[config.mk]
export PLATFORM = sky130hd
export DESIGN_NAME = dds_clkgen
export DESIGN_NICKNAME = d
export VERILOG_FILES = /design/src/rtl/dds_pkg.sv /design/src/rtl/dds_phase_acc.sv /design/src/rtl/dds_edge_div.sv /design/src/rtl/dds_pll_ctrl.sv /design/src/rtl/dds_clkgen.sv
export SDC_FILE = /design/constraint.sdc
export NUM_CORES = 1
export LEC_CHECK = 0
export ABC_CLOCK_PERIOD_IN_PS = 2560
export BUFFER_PORTS_ARGS = -buffer_cell sky130_fd_sc_hd__buf_2
export CAP_MARGIN = 30
export CELL_PAD_IN_SITES_DETAIL_PLACEMENT = 1
export CELL_PAD_IN_SITES_GLOBAL_PLACEMENT = 2
export CORE_ASPECT_RATIO = 1.2
export CORE_MARGIN = 3
export CORE_UTILIZATION = 35
export CTS_CLUSTER_DIAMETER = 30
export DETAILED_ROUTE_END_ITERATION = 8
export HOLD_SLACK_MARGIN = 0.05
export PLACE_DENSITY = 0.81
export SKIP_LAST_GASP = 1
export SYNTH_ARGS = -nofsm -noshare
export SYNTH_HDL_FRONTEND = slang
export SYNTH_SLANG_ARGS = --single-unit
[constraint.sdc]
create_clock -name clk -period 2.56 [get_ports clk]
set_input_delay 0 -clock clk [delete_from_list [all_inputs] [get_ports clk]]
set_output_delay 0 -clock clk [all_outputs]
set_load 0.01 [all_outputs]
[src/rtl/dds_pkg.sv]
package dds_pkg;
  localparam logic [1:0] SEL_RAW = 2'b11;
  localparam logic ADDR_FREQ = 1'b0;
  localparam logic ADDR_CTRL = 1'b1;
endpackage

[src/rtl/dds_phase_acc.sv]
module dds_phase_acc #(
  parameter int ACC_W     = 16,
  parameter int OVS       = 3,
  parameter int UPD_DELAY = 31
) (
  input  logic             clk,
  input  logic             rst,
  input  logic             freq_wr,
  input  logic [ACC_W-1:0] freq_data,
  output logic [OVS-1:0]   samples
);
  localparam int CNT_W = $clog2(UPD_DELAY + 1);

  logic [ACC_W-1:0] acc, active, pend;
  logic             pend_v;
  logic [CNT_W-1:0] cnt;
  logic [ACC_W-1:0] part [OVS];
  logic [OVS-1:0]   msb_d;

  // settling delay for a new word
  always_ff @(posedge clk) begin
    if (rst) begin
      active <= '0;
      pend   <= '0;
      pend_v <= 1'b0;
      cnt    <= '0;
    end else if (freq_wr) begin
      pend   <= freq_data;
      pend_v <= 1'b1;
      cnt    <= CNT_W'(UPD_DELAY - 1);
    end else if (pend_v) begin
      if (cnt == '0) begin
        active <= pend;
        pend_v <= 1'b0;
      end else begin
        cnt <= cnt - 1'b1;
      end
    end
  end

  // one adder tap per phase step
  for (genvar k = 0; k < OVS; k++) begin : g_step
    assign part[k]  = acc + ACC_W'(k + 1) * active;
    assign msb_d[k] = part[k][ACC_W-1];
  end

  always_ff @(posedge clk) begin
    if (rst) begin
      acc     <= '0;
      samples <= '0;
    end else begin
      acc     <= part[OVS-1];
      samples <= msb_d;
    end
  end

  a_r2_hold_active: assert property (@(posedge clk) disable iff (rst)
    (pend_v && cnt != '0) |=> $stable(active));
  a_r2_load_pending: assert property (@(posedge clk) disable iff (rst)
    (pend_v && cnt == '0 && !freq_wr) |=> (active == $past(pend)));
endmodule

[src/rtl/dds_edge_div.sv]
module dds_edge_div #(
  parameter int DIV_W = 4
) (
  input  logic             clk,
  input  logic             rst,
  input  logic             en,
  input  logic             tick,
  input  logic [DIV_W-1:0] div,
  output logic             pulse
);
  logic [DIV_W-1:0] cnt;

  always_ff @(posedge clk) begin
    if (rst || !en) begin
      cnt   <= '0;
      pulse <= 1'b0;
    end else if (tick) begin
      if (cnt >= div) begin
        cnt   <= '0;
        pulse <= 1'b1;
      end else begin
        cnt   <= cnt + 1'b1;
        pulse <= 1'b0;
      end
    end else begin
      pulse <= 1'b0;
    end
  end

  // pulses are single-cycle
  a_r5_single_pulse: assert property (@(posedge clk) disable iff (rst)
    pulse |=> !pulse);
  a_r6_quiet_when_off: assert property (@(posedge clk) disable iff (rst)
    !en |=> !pulse);
endmodule

[src/rtl/dds_pll_ctrl.sv]
module dds_pll_ctrl
  import dds_pkg::*;
#(
  parameter int LOCK_LIMIT = 1350
) (
  input  logic       clk,
  input  logic       rst,
  input  logic       ctl_wr,
  input  logic [1:0] ctl_sel,
  input  logic       lock_in,
  output logic       pll_en,
  output logic       locked,
  output logic       lock_err
);
  localparam int TIM_W = $clog2(LOCK_LIMIT + 1);

  logic             en_d, start;
  logic [TIM_W-1:0] timer;
  logic             timing;

  assign en_d  = ctl_wr ? (ctl_sel != SEL_RAW) : pll_en;
  assign start = ctl_wr && (ctl_sel != SEL_RAW) && !pll_en;

  always_ff @(posedge clk) begin
    if (rst) begin
      pll_en   <= 1'b0;
      locked   <= 1'b0;
      lock_err <= 1'b0;
      timer    <= '0;
      timing   <= 1'b0;
    end else begin
      pll_en <= en_d;
      locked <= en_d && lock_in;
      if (!en_d) begin
        timing <= 1'b0;
      end else if (start) begin
        timer  <= '0;
        timing <= 1'b1;
      end else if (timing) begin
        if (lock_in) begin
          timing <= 1'b0;
        end else if (timer == TIM_W'(LOCK_LIMIT - 1)) begin
          lock_err <= 1'b1;
          timing   <= 1'b0;
        end else begin
          timer <= timer + 1'b1;
        end
      end
    end
  end

  a_r4_enable: assert property (@(posedge clk) disable iff (rst)
    (ctl_wr && ctl_sel != SEL_RAW) |=> pll_en);
  a_r4_disable: assert property (@(posedge clk) disable iff (rst)
    (ctl_wr && ctl_sel == SEL_RAW) |=> (!pll_en && !locked));
  a_r9_lock_needs_en: assert property (@(posedge clk) disable iff (rst)
    locked |-> pll_en);
  a_r8_err_sticky: assert property (@(posedge clk) disable iff (rst)
    lock_err |=> lock_err);
endmodule

[src/rtl/dds_clkgen.sv]
module dds_clkgen
  import dds_pkg::*;
#(
  parameter int ACC_W      = 16,
  parameter int DIV_W      = 4,
  parameter int OVS        = 3,
  parameter int UPD_DELAY  = 31,
  parameter int LOCK_US    = 50,
  parameter int CYC_PER_US = 27
) (
  input  logic             clk,
  input  logic             rst,
  input  logic             wr_en,
  input  logic             wr_addr,
  input  logic [ACC_W-1:0] wr_data,
  input  logic             vco_in,
  input  logic             lock_in,
  output logic [OVS-1:0]   sq_samples,
  output logic [1:0]       src_sel,
  output logic             ref_pulse,
  output logic             fb_pulse,
  output logic             pd_up,
  output logic             pd_dn,
  output logic             pll_en,
  output logic             locked,
  output logic             lock_err
);
  localparam int LOCK_LIMIT = LOCK_US * CYC_PER_US;
  localparam int S_LSB      = 2;
  localparam int T_LSB      = 2 + DIV_W;

  logic             freq_wr, ctl_wr;
  logic [DIV_W-1:0] s_div, t_div;
  logic             vco_s1, vco_s2, vco_prev, prev_sq;
  logic             ref_tick, fb_tick;

  assign freq_wr = wr_en && (wr_addr == ADDR_FREQ);
  assign ctl_wr  = wr_en && (wr_addr == ADDR_CTRL);

  always_ff @(posedge clk) begin
    if (rst) begin
      src_sel <= SEL_RAW;
      s_div   <= '0;
      t_div   <= '0;
    end else if (ctl_wr) begin
      src_sel <= wr_data[1:0];
      s_div   <= wr_data[S_LSB +: DIV_W];
      t_div   <= wr_data[T_LSB +: DIV_W];
    end
  end

  always_ff @(posedge clk) begin
    if (rst) begin
      vco_s1   <= 1'b0;
      vco_s2   <= 1'b0;
      vco_prev <= 1'b0;
      prev_sq  <= 1'b0;
    end else begin
      vco_s1   <= vco_in;
      vco_s2   <= vco_s1;
      vco_prev <= vco_s2;
      prev_sq  <= sq_samples[OVS-1];
    end
  end

  assign ref_tick = sq_samples[OVS-1] && !prev_sq;
  assign fb_tick  = vco_s2 && !vco_prev;

  dds_phase_acc #(.ACC_W(ACC_W), .OVS(OVS), .UPD_DELAY(UPD_DELAY)) acc_i (
    .clk(clk), .rst(rst), .freq_wr(freq_wr), .freq_data(wr_data),
    .samples(sq_samples));

  dds_edge_div #(.DIV_W(DIV_W)) ref_div_i (
    .clk(clk), .rst(rst), .en(pll_en), .tick(ref_tick), .div(s_div),
    .pulse(ref_pulse));

  dds_edge_div #(.DIV_W(DIV_W)) fb_div_i (
    .clk(clk), .rst(rst), .en(pll_en), .tick(fb_tick), .div(t_div),
    .pulse(fb_pulse));

  dds_pll_ctrl #(.LOCK_LIMIT(LOCK_LIMIT)) ctrl_i (
    .clk(clk), .rst(rst), .ctl_wr(ctl_wr), .ctl_sel(wr_data[1:0]),
    .lock_in(lock_in), .pll_en(pll_en), .locked(locked),
    .lock_err(lock_err));

  // digital phase detector
  always_ff @(posedge clk) begin
    if (rst) begin
      pd_up <= 1'b0;
      pd_dn <= 1'b0;
    end else begin
      pd_up <= ref_pulse && !fb_pulse;
      pd_dn <= fb_pulse && !ref_pulse;
    end
  end

  a_r7_exclusive: assert property (@(posedge clk) disable iff (rst)
    !(pd_up && pd_dn));
  a_r7_up_cause: assert property (@(posedge clk) disable iff (rst)
    ref_pulse && !fb_pulse |=> pd_up);
  a_r9_freq_keeps_lock: assert property (@(posedge clk) disable iff (rst)
    (freq_wr && pll_en) |=> pll_en);
endmodule

Word-level counts from Yosys, hierarchy flattened
Index checks and enable logic that the tools add are counted.
{"block": "op_classes", "add_sub_neg": 7, "mul": 1, "n_lt_le_gt_ge": 2, "n_eq_ne": 5, "muxes": 19, "n_bitwise": 8, "n_reduce_logical": 27}
{"operator": "$add A16 B16 Y16", "count": 3}
{"operator": "$mux W11", "count": 4}
{"operator": "$mul A2 B16 Y16 const A", "count": 1}
{"operator": "$mux W5", "count": 3}
{"operator": "$add A11 B1 Y11 const B", "count": 1}
{"operator": "$eq A11 B11 Y1 const B", "count": 1}
{"operator": "$mux W1", "count": 10}
{"operator": "$logic_and A1 B1 Y1", "count": 9}
{"operator": "$add A4 B1 Y4 const B", "count": 2}
{"operator": "$ge A4 B4 Y1", "count": 2}
{"operator": "$mux W4", "count": 2}
{"operator": "$not A1 Y1", "count": 8}
{"operator": "$reduce_or A2 Y1", "count": 4}
{"operator": "$ne A2 B1 Y1 const B", "count": 3}
{"operator": "$logic_not A1 Y1", "count": 5}
{"operator": "$logic_not A5 Y1", "count": 1}
{"operator": "$reduce_and A5 Y1", "count": 1}
{"operator": "$sub A5 B1 Y5 const B", "count": 1}
{"operator": "$reduce_and A2 Y1", "count": 2}
{"operator": "$reduce_and A4 Y1", "count": 1}
{"operator": "$reduce_bool A2 Y1", "count": 2}
{"operator": "$reduce_and A3 Y1", "count": 1}
{"operator": "$ne A2 B2 Y1 const B", "count": 1}
{"operator": "$logic_or A1 B1 Y1", "count": 1}
{"block": "totals", "reg_bits": 98, "inputBits": 22, "wordCells": 94}

Logic depth before layout (Yosys ltp)
{"block": "logic_depth", "word_depth": 5, "mapped_depth": 10, "ltp_nobuf": 10}

Modules after synthesis
A second synthesis with hierarchy kept.
{"block": "hier_totals", "cells_unflattened": 597, "hier_area_um2": 5496.5}
{"mod": "dds_phase_acc", "n_inst": 1, "cells_each": 378, "area_per_inst_um2": 3437.0, "seq_area_each_um2": 1121.1}
{"mod": "dds_pll_ctrl", "n_inst": 1, "cells_each": 85, "area_per_inst_um2": 750.7, "seq_area_each_um2": 300.3}
{"mod": "dds_edge_div", "n_inst": 2, "cells_each": 37, "area_per_inst_um2": 349.1, "seq_area_each_um2": 100.1}
{"mod": "dds_clkgen", "n_inst": 1, "cells_each": 60, "area_per_inst_um2": 610.6, "seq_area_each_um2": 320.3}

Worst setup path after synthesis
No wires, ideal clock.
{"block": "synth_path", "path_kind": "flip-flop to flip-flop", "from": "reg acc_i.active[1]", "to": "reg acc_i.acc[15]", "arrival_ps": 2678, "t_required_ps": 2437, "setup_slack_ps": -242, "stages_incl_launch_ff": 11, "n_path_buf": 0, "cell_sequence": "dfxtp_1 inv_1 fa_1 inv_1 ha_1 fa_1 a21o_1 a221o_1 a21oi_2 a22oi_1 mux2_1"}
{"block": "synth_via", "elab_chain_len": 2}
{"item": "start, declared", "line_no": "dds_phase_acc.sv:14", "text": "logic [ACC_W-1:0] acc, active, pend;"}
{"item": "start signal, assigned", "line_no": "dds_phase_acc.sv:33", "text": "active <= pend;"}
{"item": "$mul A2 B16 Y16", "line_no": "dds_phase_acc.sv:43", "text": "assign part[k] = acc + ACC_W'(k + 1) * active;"}
{"item": "$add A16 B16 Y16", "line_no": "dds_phase_acc.sv:43"}
{"item": "end signal, assigned", "line_no": "dds_phase_acc.sv:52", "text": "acc <= part[OVS-1];"}
{"item": "end, declared", "line_no": "dds_phase_acc.sv:14"}
Every way passes these cells.
A chain may end at the register's enable or synchronous reset.

Final worst setup path
{"block": "layout_path", "from": "reg acc_i.acc[1]", "to": "reg acc_i.acc[15]"}
{"block": "layout_via", "elab_chain_len": 1}
{"item": "$add A16 B16 Y16", "line_no": "dds_phase_acc.sv:43"}
Every way passes these cells.

==> results.json <==
{
  "status": "complete, but fails checks",
  "violations": "negative setup slack",
  "syn_avg_cell_area_sq_um": 9.198,
  "nets": 735,
  "die_w_um": 118.8,
  "num_vias": 4359,
  "cp-start-kind": "flop",
  "syn_nets": 673,
  "rsz0062_at_grt": "yes",
  "finalCritPeriodShare_pct": 108.0,
  "r2r_end": "acc_i.acc[15]$_SDFF_PP0_",
  "routed_via_density": 5.140,
  "fillers": 1742,
  "endpoint": "acc_i.acc[15]$_SDFF_PP0_",
  "initialDrtViolationCount": 112,
  "grt_overflow": 0,
  "synthesis.instances": 581,
  "fin_skew_ns": 0.01175,
  "io_buffers": 33,
  "cts_max_path_buffers": 2,
  "rrSetupSlack_ns": -0.20,
  "diodes": 0,
  "grt_max_degree": 63,
  "power.density_mw_per_mm2": 521.8,
  "synth.ff_latch_count": 97,
  "routed_wirelength_um": 13090,
  "synth_common_cells": "dfxtp_1, a21oi_1, nand2_1, ha_1, nor2_1",
  "cts.sinks": 97,
  "io_pins": 34,
  "post-place-ws_ns": -0.2928,
  "finalHoldViolCount": 0,
  "min_period_ns": 2.764,
  "grt_pass1_wl_um": 22680,
  "power_w": 0.003315,
  "grt_pass1_vias": 4741,
  "cts_tree": "built",
  "coreArea_sq_mm": 0.01465,
  "drv_slew": 0,
  "yosys.area.top_type": "dfxtp_1",
  "fin_util_pct": 43.35,
  "ys_warn_count": 0,
  "setup_slack_ns": -0.2037,
  "ys_async_sr_fraction_pct": 0,
  "gp_congestion": 0.8025,
  "fmax_mhz": 361.8,
  "grt_antenna_before_repair": 0,
  "endpoint_kind": "flop",
  "clk_pin_slew_ns": 0.07,
  "maxCapViolations": 0,
  "synthMostInstantiatedCell": "dfxtp_1",
  "start_util_pct": 36.47,
  "hold_class": "primary input to flop",
  "syn_to_final_growth_pct": 18.87,
  "synth_edf_count": 0,
  "synth_top_area_share_pct": 36.34,
  "synth.distinct_cells": 62,
  "relSlewSlack_pct": 47.19,
  "clock-root-buffer": "clkbuf_16",
  "worst_pin_slew_ns": 0.7921,
  "grt_usage_pct": 16.37,
  "dieHeight_um": 141.4,
  "dp_hpwl_um": 9661,
  "synth_area_leaders": "dfxtp_1, ha_1, a21oi_1, fa_1, nand2_1",
  "clkLatencyLatePin_ns": 0.36,
  "die_area_sq_mm": 0.01679,
  "synth_area_sq_mm": 0.005344,
  "ir_drop_v": 0.0003608,
  "wl_per_cell_um": 15.43,
  "crit_start": "acc_i.acc[1]$_SDFF_PP0_",
  "multi_input_area_sq_mm": 0.003239,
  "worstSetupPathType": "flop to flop",
  "drive_above_1_share_pct": 14.51,
  "worstPathRequired_ns": 2.80,
  "ff2ff_path_depth": 10,
  "r2r-start": "acc_i.acc[1]$_SDFF_PP0_",
  "drt.antenna.violating_nets": 0,
  "regArea_sq_mm": 0.001946,
  "cts_inserted_buffers": 9,
  "synth-seq-area-share_pct": 36.34,
  "cts-htree-levels": 3,
  "num_rows": 48,
  "synth_ff_type": "dfxtp_1",
  "critical_path_arrival_ns": 3.00,
  "crit_fanout": 2,
  "p_leak_nw": 2.715,
  "setup_viol": 4,
  "first_pass_iters": 4,
  "drcViolationCount": 0
}
-- flip-flops by register name, indices dropped and copies added (netlist names), 2 cells and up --
register / cells
ctrl_i.timer: 11
s_div: 4
acc_i.active: 16
acc_i.pend: 16
ref_div_i.cnt: 4
acc_i.cnt: 5
src_sel: 2
fb_div_i.cnt: 4
t_div: 4
acc_i.acc: 16
acc_i.samples: 2
-- kinds of logic after synthesis --
group	after synthesis	synth area share (%)
AO/OA/AOI/OAI	135	15.97
XOR/XNOR	19	3.114
adder cells (fa/ha/maj)	70	18.50
buffers and inverters	41	3.559
flip-flops	97	36.34
multiplexers	21	3.980
AND/OR/NAND/NOR	198	18.54
-- cell usage in the layout, fill, tap and decap left out, types with 3 or more instances in the layout --
cell	netlist	routed
o21ai_0	8	8
xor2_1	8	8
nor2_1	45	45
o21ai_1	9	9
nand3b_1	6	6
nor3_1	9	9
nand4_1	9	9
nor3b_1	3	3
dfxtp_2	0	3
dlygate4sd3_1	0	18
ha_1	55	54
dfxtp_1	97	94
nand2b_1	4	4
or3_1	3	3
clkbuf_16	0	9
and2_1	5	5
xnor2_1	11	11
nand2_1	64	64
a31oi_1	6	6
a21o_1	15	15
nand3_1	14	14
nor2b_1	19	18
a21oi_1	64	63
a211oi_1	10	10
fa_1	15	14
inv_1	17	15
mux2i_1	19	19
buf_4	3	22
buf_2	1	33
-- through the flow --
stage                     instance area [sq um]  std cells  hold WS (ns)  TNS (ns)
after floorplan                            5351        581        0.1212   -0.1699
after global placement                     5838        813        0.2144   -0.3341
after detailed placement                   5838        813        0.2214   -0.7006
after CTS                                  6330        847       0.05816   -0.5321
after global routing                       6352        848       0.09447    -1.212
final                                      6352        848       0.05905   -0.5842
-- how the worst min path moves through the flow --
stage	startpoint	endpoint	cells after the start
after global routing	rst	acc_i.active[13]$_SDFFE_PP0P_	2
after detailed placement	lock_in	ctrl_i.locked$_SDFF_PP0_	2
after global placement	lock_in	ctrl_i.locked$_SDFF_PP0_	2
after floorplan	wr_data[0]	src_sel[0]$_SDFFE_PP1P_	2
final	rst	acc_i.active[11]$_SDFFE_PP0P_	2
after CTS	rst	acc_i.active[11]$_SDFFE_PP0P_	2
-- report_power, final --
| group | leakage, nW | internal, W | switching (W) |
|---|---|---|---|
| Clock | 0.152 | 0.000771 | 0.000642 |
| Sequential | 0.789 | 0.00155 | 0.0000410 |
| Combinational | 1.77 | 0.000134 | 0.000173 |
-- routing by layer --
layer	GRT usage (%)	vias up	wire [um]
li1	-	2177	-
met1	19.66	2126	5956
met2	29.64	41	6667
met3	2.472	15	257
met4	5.918	0	206
met5	0	-	0
-- area by class of cell --
| type | instances | area share (%) |
|---|---|---|
| Multi-Input combinational cell | 443 | 50.99 |
| Tap cell | 200 | 3.939 |
| Timing Repair Buffer | 75 | 8.667 |
| Clock buffer | 9 | 3.545 |
| Clock inverter | 7 | 1.221 |
| Sequential cell | 97 | 30.63 |
| Inverter | 17 | 1.005 |
-- worst max-delay path: stages, from the launching register on --
cell and delay [ns]:
dfxtp_2 0.34, inv_2 0.04, fa_1 0.53, inv_1 0.05
ha_2 0.20, fa_2 0.34, a21o_1 0.18, a221o_1 0.38
a21oi_2 0.21, a22oi_2 0.10, mux2_2 0.28
-- repair_timing --
| item | 4_1_cts | 5_1_grt |
|---|---|---|
| hold buffers | 18 | 0 |
| hold endpoints to repair | 28 | 0 |
| gates resized for setup | 5 | 4 |
| setup endpoints to repair | 6 | 6 |
| pin swaps | 6 | 3 |
| setup buffers | 0 | 1 |
Note: power is estimated with default switching activity, not from simulation.
